## config.mk

```make
export PLATFORM = sky130hd
export DESIGN_NAME = adc_seq_front
export DESIGN_NICKNAME = d
export VERILOG_FILES = /design/src/rtl/adc_seq_pkg.sv /design/src/rtl/adc_seq_fifo.sv /design/src/rtl/adc_seq_list.sv /design/src/rtl/adc_seq_regs.sv /design/src/rtl/adc_seq_ctrl.sv /design/src/rtl/adc_seq_front.sv
export SDC_FILE = /design/constraint.sdc
export NUM_CORES = 1
export LEC_CHECK = 0
export CAP_MARGIN = 20
export CORE_MARGIN = 2
export CORE_UTILIZATION = 50
export DETAILED_ROUTE_END_ITERATION = 10
export DONT_BUFFER_PORTS = 1
export PLACE_DENSITY = 0.65
export SLEW_MARGIN = 20
export SYNTH_ARGS = -nofsm -noshare
export SYNTH_HDL_FRONTEND = slang
export SYNTH_SLANG_ARGS = --single-unit
```

## constraint.sdc

```tcl
create_clock -name clk -period 4.9 [get_ports clk]
set_clock_uncertainty 0.2 [all_clocks]
set_input_delay 0.735 -clock clk [delete_from_list [all_inputs] [get_ports clk]]
set_output_delay 0.735 -clock clk [all_outputs]
set_load 0.01 [all_outputs]
```

## src/rtl/adc_seq_pkg.sv

```systemverilog
package adc_seq_pkg;

  typedef enum logic [1:0] {
    TRIG_OFF  = 2'b00,
    TRIG_SW   = 2'b01,
    TRIG_SCAN = 2'b10,
    TRIG_EXT  = 2'b11
  } trig_mode_e;

  typedef enum logic [1:0] {
    SQ_IDLE  = 2'd0,
    SQ_START = 2'd1,
    SQ_WAIT  = 2'd2
  } seq_state_e;

  // Packed so that bit positions match the list-entry write format.
  typedef struct packed {
    logic       diff;
    logic       unipolar;
    logic [1:0] gain;
    logic [3:0] chan;
  } list_entry_t;

  localparam logic [5:0] OFS_CTRL1 = 6'h00;  // write: control 1, read: software start
  localparam logic [5:0] OFS_CTRL2 = 6'h02;
  localparam logic [5:0] OFS_STAT  = 6'h04;  // read: status, write: clear pending
  localparam logic [5:0] OFS_DATA  = 6'h10;  // write: list push, read: result pop

endpackage

```

## src/rtl/adc_seq_fifo.sv

```systemverilog
module adc_seq_fifo #(
  parameter int WIDTH = 12,
  parameter int DEPTH = 32
) (
  input  logic             clk,
  input  logic             rst,
  input  logic             clear,
  input  logic             push,
  input  logic [WIDTH-1:0] wdata,
  input  logic             pop,
  output logic [WIDTH-1:0] rdata,
  output logic [$clog2(DEPTH+1)-1:0] count,
  output logic             empty,
  output logic             half,
  output logic             full
);
  localparam int AW = $clog2(DEPTH);
  localparam int CW = $clog2(DEPTH+1);

  logic [WIDTH-1:0] mem [DEPTH];
  logic [AW-1:0]    wr_ptr, rd_ptr;
  logic [CW-1:0]    cnt;
  logic             push_ok, pop_ok;

  assign empty   = (cnt == '0);
  assign full    = (cnt == CW'(DEPTH));
  assign half    = (cnt >= CW'(DEPTH/2));
  assign count   = cnt;
  assign push_ok = push && !full && !clear;
  assign pop_ok  = pop && !empty && !clear;

  always_ff @(posedge clk) begin
    if (push_ok) mem[wr_ptr] <= wdata;
  end

  always_ff @(posedge clk) begin
    if (rst) begin
      rdata <= '0;
    end else if (pop_ok) begin
      rdata <= mem[rd_ptr];
    end
  end

  always_ff @(posedge clk) begin
    if (rst || clear) begin
      wr_ptr <= '0;
      rd_ptr <= '0;
      cnt    <= '0;
    end else begin
      if (push_ok) wr_ptr <= wr_ptr + 1'b1;
      if (pop_ok)  rd_ptr <= rd_ptr + 1'b1;
      case ({push_ok, pop_ok})
        2'b10:   cnt <= cnt + 1'b1;
        2'b01:   cnt <= cnt - 1'b1;
        default: cnt <= cnt;
      endcase
    end
  end
endmodule

```

## src/rtl/adc_seq_list.sv

```systemverilog
module adc_seq_list
  import adc_seq_pkg::*;
#(
  parameter int DEPTH = 16
) (
  input  logic                       clk,
  input  logic                       rst,
  input  logic                       clear,
  input  logic                       push,
  input  list_entry_t                wdata,
  input  logic [$clog2(DEPTH)-1:0]   rd_idx,
  output list_entry_t                rd_entry,
  output logic [$clog2(DEPTH+1)-1:0] count,
  output logic                       full
);
  localparam int AW = $clog2(DEPTH);
  localparam int CW = $clog2(DEPTH+1);

  list_entry_t   mem [DEPTH];
  logic [CW-1:0] cnt;
  logic          push_ok;

  assign full     = (cnt == CW'(DEPTH));
  assign count    = cnt;
  assign push_ok  = push && !full && !clear;
  assign rd_entry = mem[rd_idx];

  always_ff @(posedge clk) begin
    if (push_ok) mem[cnt[AW-1:0]] <= wdata;
  end

  always_ff @(posedge clk) begin
    if (rst || clear) cnt <= '0;
    else if (push_ok) cnt <= cnt + 1'b1;
  end
endmodule

```

## src/rtl/adc_seq_regs.sv

```systemverilog
module adc_seq_regs
  import adc_seq_pkg::*;
#(
  parameter int ADDR_W = 6,
  parameter int DATA_W = 12
) (
  input  logic              clk,
  input  logic              rst,
  input  logic [ADDR_W-1:0] bus_addr,
  input  logic              bus_wr,
  input  logic              bus_rd,
  input  logic [15:0]       bus_wdata,
  output logic [15:0]       bus_rdata,
  // control outputs
  output trig_mode_e        mode,
  output logic              continuous,
  output logic              falling,
  output logic              irq_en,
  output logic              list_en,
  output logic              res_en,
  output logic              ctrl1_wr,
  output logic              sw_start_rd,
  output logic              list_push,
  output list_entry_t       list_wdata,
  output logic              res_pop,
  // status and events
  input  logic              busy,
  input  logic              list_full,
  input  logic              res_empty,
  input  logic              res_half,
  input  logic              res_full,
  input  logic [DATA_W-1:0] res_word,
  input  logic              ext_evt,
  input  logic              list_evt,
  output logic              irq
);
  localparam int EXT_W = 16 - DATA_W;

  logic [2:0]  pend;       // [0] half-full, [1] external, [2] list wrap
  logic        half_q;
  logic        half_evt;
  logic        sel_res_q;
  logic [15:0] rd_q;
  logic [15:0] status;
  logic [15:0] res_fmt;
  logic        a_ctrl1, a_ctrl2, a_stat, a_data;

  assign a_ctrl1 = (bus_addr == ADDR_W'(OFS_CTRL1));
  assign a_ctrl2 = (bus_addr == ADDR_W'(OFS_CTRL2));
  assign a_stat  = (bus_addr == ADDR_W'(OFS_STAT));
  assign a_data  = (bus_addr == ADDR_W'(OFS_DATA));

  assign ctrl1_wr    = bus_wr && a_ctrl1;
  assign sw_start_rd = bus_rd && a_ctrl1;
  assign list_push   = bus_wr && a_data && list_en;
  assign list_wdata  = list_entry_t'(bus_wdata[7:0]);
  assign res_pop     = bus_rd && a_data;
  assign half_evt    = res_half && !half_q;

  assign status = {3'b000, 2'b00, pend, 3'b000,
                   res_full, res_half, res_empty, list_full, busy};

  // Offset binary to two's complement, sign extended.
  assign res_fmt = {{EXT_W{~res_word[DATA_W-1]}}, ~res_word[DATA_W-1],
                    res_word[DATA_W-2:0]};

  assign bus_rdata = sel_res_q ? res_fmt : rd_q;

  always_ff @(posedge clk) begin
    if (rst) begin
      mode       <= TRIG_OFF;
      continuous <= 1'b0;
      falling    <= 1'b0;
      irq_en     <= 1'b0;
      list_en    <= 1'b0;
      res_en     <= 1'b0;
    end else begin
      if (ctrl1_wr) begin
        mode       <= trig_mode_e'(bus_wdata[1:0]);
        continuous <= bus_wdata[2];
        falling    <= bus_wdata[3];
        irq_en     <= bus_wdata[15];
      end
      if (bus_wr && a_ctrl2) begin
        list_en <= bus_wdata[9];
        res_en  <= bus_wdata[10];
      end
    end
  end

  always_ff @(posedge clk) begin
    if (rst) begin
      pend   <= '0;
      half_q <= 1'b0;
      irq    <= 1'b0;
    end else begin
      half_q <= res_half;
      if (bus_wr && a_stat) pend <= '0;
      else pend <= pend | {list_evt, ext_evt, half_evt};
      irq <= (|pend) && irq_en;
    end
  end

  always_ff @(posedge clk) begin
    if (rst) begin
      rd_q      <= '0;
      sel_res_q <= 1'b0;
    end else begin
      sel_res_q <= bus_rd && a_data;
      if (bus_rd) rd_q <= a_stat ? status : 16'h0000;
    end
  end
endmodule

```

## src/rtl/adc_seq_ctrl.sv

```systemverilog
module adc_seq_ctrl
  import adc_seq_pkg::*;
#(
  parameter int LIST_DEPTH = 16,
  parameter int DATA_W     = 12
) (
  input  logic                            clk,
  input  logic                            rst,
  input  trig_mode_e                      mode,
  input  logic                            continuous,
  input  logic                            falling,
  input  logic                            ctrl1_wr,
  input  logic                            list_en,
  input  logic                            res_en,
  input  logic                            sw_start_rd,
  input  logic                            scan_tick,
  input  logic                            ext_trig,
  input  logic [$clog2(LIST_DEPTH+1)-1:0] list_cnt,
  output logic [$clog2(LIST_DEPTH)-1:0]   rd_idx,
  input  list_entry_t                     rd_entry,
  input  logic                            cnv_done,
  input  logic [DATA_W-1:0]               cnv_data,
  output logic                            cnv_start,
  output list_entry_t                     mux_q,
  output logic                            busy,
  output logic                            res_push,
  output logic [DATA_W-1:0]               res_wdata,
  output logic                            ext_evt,
  output logic                            list_evt
);
  localparam int IW = $clog2(LIST_DEPTH);
  localparam int CW = $clog2(LIST_DEPTH+1);

  seq_state_e    state;
  logic [IW-1:0] cur, nxt;
  logic          wrap;
  logic          sweeping, armed;
  logic          ext_q, ext_edge;
  logic          abort, can_go, sw_go, hw_go, finish;

  assign wrap     = ((CW'(cur) + CW'(1)) == list_cnt);
  assign nxt      = wrap ? '0 : cur + 1'b1;
  assign ext_edge = falling ? (ext_q && !ext_trig) : (!ext_q && ext_trig);
  assign abort    = (mode == TRIG_OFF) || !list_en || !res_en;
  assign can_go   = (state == SQ_IDLE) && !abort && (list_cnt != '0);
  assign sw_go    = can_go && sw_start_rd && (mode == TRIG_SW);
  assign hw_go    = can_go && armed &&
                    (((mode == TRIG_SCAN) && scan_tick) ||
                     ((mode == TRIG_EXT) && ext_edge));
  assign finish   = (state == SQ_WAIT) && cnv_done && !abort;

  always_comb begin
    if (state == SQ_IDLE) rd_idx = (mode == TRIG_SW) ? cur : '0;
    else                  rd_idx = nxt;
  end

  assign cnv_start = (state == SQ_START);
  assign busy      = (state != SQ_IDLE);
  assign res_push  = finish;
  assign res_wdata = cnv_data;
  assign list_evt  = finish && wrap;
  assign ext_evt   = (mode == TRIG_EXT) && ext_edge;

  always_ff @(posedge clk) begin
    if (rst) begin
      state    <= SQ_IDLE;
      cur      <= '0;
      sweeping <= 1'b0;
      armed    <= 1'b0;
      ext_q    <= 1'b0;
      mux_q    <= '0;
    end else begin
      ext_q <= ext_trig;
      if (ctrl1_wr) armed <= 1'b1;
      case (state)
        SQ_IDLE: begin
          if (sw_go) begin
            state <= SQ_START;
            mux_q <= rd_entry;
          end else if (hw_go) begin
            state    <= SQ_START;
            sweeping <= 1'b1;
            cur      <= '0;
            mux_q    <= rd_entry;
            if (!continuous) armed <= 1'b0;
          end
        end
        SQ_START: begin
          state <= abort ? SQ_IDLE : SQ_WAIT;
          if (abort) sweeping <= 1'b0;
        end
        SQ_WAIT: begin
          if (abort) begin
            state    <= SQ_IDLE;
            sweeping <= 1'b0;
          end else if (cnv_done) begin
            cur <= nxt;
            if (sweeping && !wrap) begin
              state <= SQ_START;
              mux_q <= rd_entry;
            end else begin
              state    <= SQ_IDLE;
              sweeping <= 1'b0;
            end
          end
        end
        default: state <= SQ_IDLE;
      endcase
      if (!list_en) cur <= '0;
    end
  end
endmodule

```

## src/rtl/adc_seq_front.sv

```systemverilog
module adc_seq_front
  import adc_seq_pkg::*;
#(
  parameter int LIST_DEPTH = 16,
  parameter int RES_DEPTH  = 32,
  parameter int DATA_W     = 12,
  parameter int ADDR_W     = 6
) (
  input  logic              clk,
  input  logic              rst,
  input  logic [ADDR_W-1:0] bus_addr,
  input  logic              bus_wr,
  input  logic              bus_rd,
  input  logic [15:0]       bus_wdata,
  output logic [15:0]       bus_rdata,
  input  logic              scan_tick,
  input  logic              ext_trig,
  output logic              cnv_start,
  input  logic              cnv_done,
  input  logic [DATA_W-1:0] cnv_data,
  output logic [3:0]        mux_chan,
  output logic [1:0]        mux_gain,
  output logic              mux_unipolar,
  output logic              mux_diff,
  output logic              irq
);
  localparam int LIW = $clog2(LIST_DEPTH);
  localparam int LCW = $clog2(LIST_DEPTH+1);
  localparam int RCW = $clog2(RES_DEPTH+1);

  trig_mode_e        mode;
  logic              continuous, falling, irq_en, list_en, res_en;
  logic              ctrl1_wr, sw_start_rd, list_push, res_pop;
  list_entry_t       list_wdata, rd_entry, mux_q;
  logic [LIW-1:0]    rd_idx;
  logic [LCW-1:0]    list_cnt;
  logic              list_full;
  logic [RCW-1:0]    res_cnt;
  logic              res_empty, res_half, res_full;
  logic              res_push;
  logic [DATA_W-1:0] res_wdata, res_word;
  logic              busy, ext_evt, list_evt;

  adc_seq_regs #(.ADDR_W(ADDR_W), .DATA_W(DATA_W)) u_regs (
    .clk(clk), .rst(rst),
    .bus_addr(bus_addr), .bus_wr(bus_wr), .bus_rd(bus_rd),
    .bus_wdata(bus_wdata), .bus_rdata(bus_rdata),
    .mode(mode), .continuous(continuous), .falling(falling), .irq_en(irq_en),
    .list_en(list_en), .res_en(res_en), .ctrl1_wr(ctrl1_wr),
    .sw_start_rd(sw_start_rd), .list_push(list_push), .list_wdata(list_wdata),
    .res_pop(res_pop), .busy(busy), .list_full(list_full),
    .res_empty(res_empty), .res_half(res_half), .res_full(res_full),
    .res_word(res_word), .ext_evt(ext_evt), .list_evt(list_evt), .irq(irq)
  );

  adc_seq_list #(.DEPTH(LIST_DEPTH)) u_list (
    .clk(clk), .rst(rst), .clear(!list_en), .push(list_push),
    .wdata(list_wdata), .rd_idx(rd_idx), .rd_entry(rd_entry),
    .count(list_cnt), .full(list_full)
  );

  adc_seq_fifo #(.WIDTH(DATA_W), .DEPTH(RES_DEPTH)) u_res (
    .clk(clk), .rst(rst), .clear(!res_en), .push(res_push),
    .wdata(res_wdata), .pop(res_pop), .rdata(res_word), .count(res_cnt),
    .empty(res_empty), .half(res_half), .full(res_full)
  );

  adc_seq_ctrl #(.LIST_DEPTH(LIST_DEPTH), .DATA_W(DATA_W)) u_ctrl (
    .clk(clk), .rst(rst), .mode(mode), .continuous(continuous),
    .falling(falling), .ctrl1_wr(ctrl1_wr), .list_en(list_en),
    .res_en(res_en), .sw_start_rd(sw_start_rd), .scan_tick(scan_tick),
    .ext_trig(ext_trig), .list_cnt(list_cnt), .rd_idx(rd_idx),
    .rd_entry(rd_entry), .cnv_done(cnv_done), .cnv_data(cnv_data),
    .cnv_start(cnv_start), .mux_q(mux_q), .busy(busy),
    .res_push(res_push), .res_wdata(res_wdata), .ext_evt(ext_evt),
    .list_evt(list_evt)
  );

  assign mux_chan     = mux_q.chan;
  assign mux_gain     = mux_q.gain;
  assign mux_unipolar = mux_q.unipolar;
  assign mux_diff     = mux_q.diff;
endmodule

```

* Word-level counts from Yosys, hierarchy flattened
Memory sizes are Yosys's and may differ from the RTL's. A register that Yosys moved wholly into a read port is not among the register bits.
Cells that the tools add are included.
** Word-level totals
- Register bits :: 67
- Bits in writable memories :: 512
- Input port bits :: 41
- Output and inout port bits :: 26
- Logic and storage cells :: 160
- Memories :: 2
** Memories
- u_res.mem :: words 32, bits a word 12, read ports 1, clocked after Yosys merged registers in 1, write ports 1, line adc_seq_fifo.sv:20 : logic [WIDTH-1:0] mem [DEPTH];
- u_list.mem :: words 16, bits a word 8, read ports 1, clocked after Yosys merged registers in 0, write ports 1, line adc_seq_list.sv:19 : list_entry_t mem [DEPTH];
** Operators by class
- Add/sub/neg operators :: 7
- Order comparisons :: 1
- Equal/unequal tests :: 22
- Muxes and demuxes :: 41
- Bitwise logic cells :: 3
- Reductions and logical operators :: 60
** Operator list (number)
- $mux 8 :: 5
- $logic_and 1x1->1 :: 29
- $mux 4 :: 7
- $mux 1 :: 17
- $mux 16 :: 1
- $pmux 8 s2 :: 1
- $add 5x1->5 const B :: 3
- $logic_not 6->1 :: 2
- $pmux 6 s2 :: 1
- $mux 11 :: 1
- $logic_not 1->1 :: 10
- $mux 2 :: 5
- $reduce_and 5->1 :: 2
- $eq 2x2->1 const B :: 4
- $ne 2x2->1 const B :: 4
- $pmux 4 s2 :: 1
- $add 6x1->6 const B :: 1
- $eq 2x1->1 const B :: 3
- $eq 6x2->1 const B :: 1
- $eq 6x3->1 const B :: 1
- $eq 6x5->1 const B :: 1
- $eq 6x6->1 const B :: 1
- $ge 6x5->1 const B :: 1
- $ne 3x2->1 const B :: 2
- 20 further kinds :: 30

* Logic depth before layout (Yosys ltp)
- Depth in word-level cells :: 11
- Gate-level depth with buffers :: 15
- Depth with buffers taken out :: 15

* Hierarchy
Synthesis repeated with hierarchy kept, for this count alone.
** Unflattened totals
- Cells, all modules :: 1330
- Area total of the unflattened synthesis :: 23814.1 µm²
** Modules (own cells, without submodules)
- adc_seq_fifo :: times used 1, cells an instance 809, area an instance 16096.7 µm², seq. area each 12091.6 µm²
- adc_seq_list :: times used 1, cells an instance 258, area an instance 5303.8 µm², seq. area each 3943.8 µm²
- adc_seq_ctrl :: times used 1, cells an instance 140, area an instance 1260.0 µm², seq. area each 340.3 µm²
- adc_seq_regs :: times used 1, cells an instance 121, area an instance 1146.1 µm², seq. area each 420.4 µm²
- adc_seq_front :: times used 1, cells an instance 2, area an instance 7.5 µm², seq. area each 0.0 µm²

* Worst setup path before layout
OpenSTA, ideal clock, no wires.
- Path kind :: input to register
- Start point :: input port bus_addr[1]
- End point :: register u_res.cnt[5], in the netlist u_res.count[5]
- Library setup time :: 0.070 ns
- Arrival time :: 3.712 ns
- Required time :: 4.630 ns
- Path slack :: 0.919 ns
- Cell stages on the path :: 14
- Path buffers :: 2
- Cells stage by stage :: nor3_1 nand4_1 nor3b_1 clkbuf_1 clkbuf_1 ha_1 ha_1 a21o_1 a21oi_1 o21bai_1 a21oi_1 xnor2_1 or3_1 a21oi_1
** Between the ends
- Cells in the longest elaborated chain, start to end :: 6
- Elaborated cells on any way between the ends :: 8
- Those cells by class :: eq/ne: 3; mux: 1; reduce/logical: 4
** Ends and longest elaborated chain
- from (decl) :: line adc_seq_front.sv:11 : input logic [ADDR_W-1:0] bus_addr,
- $eq 6x5->1 (*) :: line adc_seq_regs.sv:51 : assign a_data = (bus_addr == ADDR_W'(OFS_DATA));
- $logic_and 1x1->1 (*) :: line adc_seq_regs.sv:57 : assign res_pop = bus_rd && a_data;
- $logic_and 1x1->1 (*) (2 in series) :: line adc_seq_fifo.sv:30 : assign pop_ok = pop && !empty && !clear;
- via u_res.pop_ok :: line adc_seq_fifo.sv:23 : logic push_ok, pop_ok;
- $eq 2x1->1 / $eq 2x2->1 (equally long branches) :: line adc_seq_fifo.sv:52 : case ({push_ok, pop_ok})
- $pmux 6 s2 / $reduce_bool 2->1 (equally long branches)
- to (signal assigned) :: line adc_seq_fifo.sv:53 : 2'b10: cnt <= cnt + 1'b1;
- to (signal assigned) :: line adc_seq_fifo.sv:54 : 2'b01: cnt <= cnt - 1'b1;
- to (signal assigned) :: line adc_seq_fifo.sv:55 : default: cnt <= cnt;
- to (decl) :: line adc_seq_fifo.sv:22 : logic [CW-1:0] cnt;
Mark *: on every way through the listed nets, which the timed path passes. The rest lies on a longest branch.
A chain may end at the register's enable or synchronous reset.

* Worst setup path after layout
- Start point :: register u_ctrl.cur[0]
- End point :: register u_ctrl.mux_q[3] (netlist name)
** Between the ends
- Cells in the longest elaborated chain, start to end :: 9
- Elaborated cells on any way between the ends :: 17
- Those cells by class :: add/sub: 2; eq/ne: 2; mux: 9; reduce/logical: 3; memory: 1
** Ends and longest elaborated chain
- from (decl) :: line adc_seq_ctrl.sv:35 : logic [IW-1:0] cur, nxt;
- from (signal assigned) :: line adc_seq_ctrl.sv:97 : cur <= nxt;
- $add 4x1->5 :: line adc_seq_ctrl.sv:41 : assign wrap = ((CW'(cur) + CW'(1)) == list_cnt);
- $eq 5x5->1 :: line adc_seq_ctrl.sv:41
- $mux 4 :: line adc_seq_ctrl.sv:42 : assign nxt = wrap ? '0 : cur + 1'b1;
- $mux 4 :: line adc_seq_ctrl.sv:53 : if (state == SQ_IDLE) rd_idx = (mode == TRIG_SW) ? cur : '0;
- $mem_v2 16x8
- $mux 8 :: line adc_seq_ctrl.sv:98 : if (sweeping && !wrap) begin
- $mux 8 :: line adc_seq_ctrl.sv:96 : end else if (cnv_done) begin
- $mux 8 :: line adc_seq_ctrl.sv:93 : if (abort) begin
- $pmux 8 s2 :: line adc_seq_ctrl.sv:75 : case (state)
Several ways; a longest one is shown, not always the timed one. The select of a mux whose other input is x is not followed.

==> metrics.md <==
| Metric | Value |
|---|---|
| Slew Limit Headroom | `23.65%` |
| Slowest cell on crit path | `a31oi_2` |
| Worst setup EP type | `register` |
| Share of cells above drive strength 1 | `19.02%` |
| Initial core utilization | `around 50%` |
| WP data required | `about 5.3 ns` |
| Net Sw Frac | `19.74%` |
| Net Switching | `approximately 1.9 mW` |
| Static Leak | `8.275 nW` |
| Final hold vios | `0` |
| Clk buf depth | `3` |
| Ys flop type | `edfxtp_1` |
| Register area share after synthesis | `71.80%` |
| P_int | `between 7 and 8 mW` |
| First-pass GRT wire length | `80.46 mm` |
| Post-synth cell types | `67` |
| TritonCTS clock tree | `built` |
| CP Class | `reg -> reg` |
| CP max FO | `16` |
| Die Wd | `220.3 um` |
| Number of max-cap violations | `0` |
| Largest family of logic cells by synthesized area | `multiplexers` |
| CP arrival | `4.15 ns` |
| Crit start category | `register` |
| Post-Syn Nets | `1400` |
| Critical R2R Launch | `u_ctrl.cur[0]` |
| Cell Rows | `79` |
| Leading area contributor after synthesis | `edfxtp_1` |
| Seq pwr share | `55.5%` |
| R2R cell count | `9` |
| Detailed Route WL | `54.77 mm` |
| GP Congestion | `0.8474` |
| Detailed-route via count | `12320` |
| Crit-path cells | `ha_1, or3b_4, a21oi_4, o211ai_4, a31oi_2, a21oi_1, a32o_1, a2111oi_2, a211o_1` |
| Post-synth ARST share | `0%` |
| Final worst setup slack | `1.094 ns` |
| Hpwl dp | `30.08 mm` |
| Peak VDD IR | `roughly 0.25 mV` |
| Hold path depth | `0` |
| TNS Setup | `0 ns` |
| Min-Delay Endpoint | `u_res.mem[2][7]` |
| Min Tclk post-route | `3.806 ns` |
| Cell Count, Final, Fillers Out | `about 2100` |
| Die ar. | `48530 sq um` |
| Number of DRC markers in iteration 0 | `around 1400` |
| WP buf/inv | `0` |
| Path category of the worst min-delay check | `in -> reg` |
| Reg2Reg Setup Slack | `1.09 ns` |
| Vias in the first global route | `about 12000` |
| Remaining antenna violation count | `0` |
| Cells after DPL | `1912` |
| Area Growth Syn to Fin | `13.39%` |
| Num ports | `67` |
| Clk_lat worst skew | `around 0.62 ns` |
| Avg Cell Area, Syn | `17.47 sq um` |
| Final setup viols | `0` |
| Top cell type's share of synthesized area | `65.72%` |
| Placement Setup Slack | `1.157 ns` |
| NumNets Final | `1481` |
| Yosys Warn Count | `0` |
| Post-synth EDFFs | `512` |
| Global route total overflow | `0` |
| Core area | `46360 sq um` |
| CTS clock-pin slew for the worst setup and hold paths | `0.06 ns` |
| CTS Buf Count | `between 50 and 60` |
| Max-slew violations | `0` |
| Synth Area in XOR/XNOR | `0.8558%` |
| Fillcell total | `~3500` |
| Logic pwr share | `1.3%` |
| Flops & latches, synth | `583` |
| Largest delay share family, worst path | `compound AO/OA/AOI/OAI gates` |
| Initial antenna violation count | `1` |
| # port buffers | `0` |
| Clk root buf | `clkbuf_16` |
| Adder-Cell Fraction of Synth Area | `1.102%` |
| Post-synthesis mux area share | `between 10% and 20%` |
| Pre-antenna DRT Iters | `5` |
| CTS H-tree lvls | `2` |
| F_max | `about 0.26 GHz` |
| Via density | `5.935` |
| Synth area leaders | `edfxtp_1, mux4_2, dfxtp_1` |
| DR WL/cell | `26.39 um` |
| GRT Overall Usage | `about 23%` |
| Status | `completed` |
| Die extent in y | `~220 um` |
| Worst r2r dst | `u_ctrl.mux_q[3]` |
| Clock power frac | `between 40 and 50%` |
| Util after Layout | `57.22%` |
| Compound-Gate Fraction of Synth Area | `4.386%` |
| Synthesized area | `23390 sq um` |
| Fin crit share | `77.68%` |
| Synth Area in Simple Gates | `5.878%` |
| Largest net degree at the start of global routing | `53` |
| Syn Inst Count | `1339` |
| DRC violations left | `0` |
| Pwr Density | `366.4 nW/um^2` |
| Design Power | `approximately 9.7 mW` |
| CP max stage delay | `~0.83 ns` |
| HP Start | `cnv_data[7]` |
| RSZ-0062 raised after global routing | `no` |
| Clock Sinks | `~580` |
| Slew @ Worst Pin | `1.145 ns` |
[metrics by stage]
step	hold WS, ns	area [sq um]
floorplan	0.2433	23390
global placement	0.2452	24170
detailed placement	0.2530	24170
CTS	0.0001172	26520
global route	0.006794	26520
finish	0.03026	26530
[flip-flops by register name, indices dropped and copies added, names as in the netlist, 5 cells and up]
name and cells:
u_res.count 6, u_res.wr_ptr 5, u_regs.rd_q 8, u_res.rdata 12, u_list.count 5, u_res.mem 384
u_res.rd_ptr 5, u_list.mem 128, u_ctrl.mux_q 8
[area by class of cell]
cell class	count	area, sq um	share of cell area (%)
Antenna cell	1	2.502	0.009434
Clock buffer	86	1690	6.373
Clock inverter	22	106.4	0.4009
Inverter	19	71.32	0.2689
Multi-Input combinational cell	660	6180	23.30
Sequential cell	583	16800	63.35
Tap cell	607	759.5	2.863
Timing Repair Buffer	97	910.9	3.434
[cell families after synthesis]
kind of cell | count (synthesis)
multiplexers | 179
AO/OA/AOI/OAI | 145
adder cells (fa/ha/maj) | 20
AND/OR/NAND/NOR | 294
buffers and inverters | 96
flip-flops | 583
XOR/XNOR | 22
[cell usage after synthesis, types with 5 or more instances]
master     instances
nand3b_1           7
buf_2             18
inv_1             19
and3_1             5
nand2b_1          17
buf_4              7
nand4_1            9
a21oi_1           39
a211o_1            8
nor2_1           136
nand3_1           11
a2111oi_2          6
buf_1             13
xnor2_1           10
a32o_1             9
dfxtp_1           71
mux2i_1           43
mux4_2           120
o21ai_0           32
a211oi_1          20
xor2_1            11
and2_1            10
ha_1              19
mux2_1             5
mux2_2            11
clkbuf_1          36
edfxtp_1         512
nor3_1            21
o21ai_1            9
nand2_1           50
[cell usage in the layout, fill, tap and decap left out, drive strengths merged, types with 13 or more instances in the layout]
cell | netlist | final
a211oi | 20 | 20
a21oi | 41 | 41
and2 | 13 | 13
buf | 40 | 44
clkbuf | 37 | 86
clkinv | 0 | 18
dfxtp | 71 | 71
dlygate4sd3 | 0 | 53
edfxtp | 512 | 512
ha | 19 | 19
inv | 19 | 19
mux2 | 16 | 16
mux2i | 43 | 43
mux4 | 120 | 120
nand2 | 50 | 50
nand2b | 17 | 17
nor2 | 136 | 136
nor3 | 21 | 21
o21ai | 41 | 41
[metal layers]
layer | up-vias | part of all wire (%) | GRT usage (%)
met4 | 0 | 2.2 | 6.465
met3 | 86 | 6.1 | 3.629
met5 | - | 0 | 0
li1 | 5430 | - | -
met1 | 6390 | 43 | 32.81
met2 | 410 | 49 | 37.83
[power groups by stage]
stage / Clock [mW] / Sequential (mW) / Combinational [mW]
6_report: 4.20 / 5.39 / 0.123
5_1_grt: 4.46 / 5.39 / 0.129
4_1_cts: 4.27 / 5.39 / 0.124
3_5_place_dp: 0 / 5.50 / 0.00908
3_3_place_gp: 0 / 5.50 / 0.00888
2_1_floorplan: 0 / 5.50 / 0.0127
[worst max path at each step]
stage,startpoint,end,slack (ns),cells past startpoint
after global routing,u_ctrl.cur[0],u_ctrl.mux_q[0],0.97,10
after floorplan,bus_addr[1],u_res.count[5],0.92,14
final,u_ctrl.cur[0],u_ctrl.mux_q[3],1.09,9
after CTS,u_ctrl.cur[0],u_ctrl.mux_q[3],1.15,9
after global placement,bus_addr[1],u_list.mem[15][6],1.20,5
after detailed placement,u_ctrl.cur[0],u_ctrl.mux_q[3],1.16,9
[repair_timing]
action	CTS	global route
hold buffers	54	0
hold endpoints to repair	289	0
gates resized for setup	0	0
setup buffers	0	0
(Power assumes the default switching activity.)
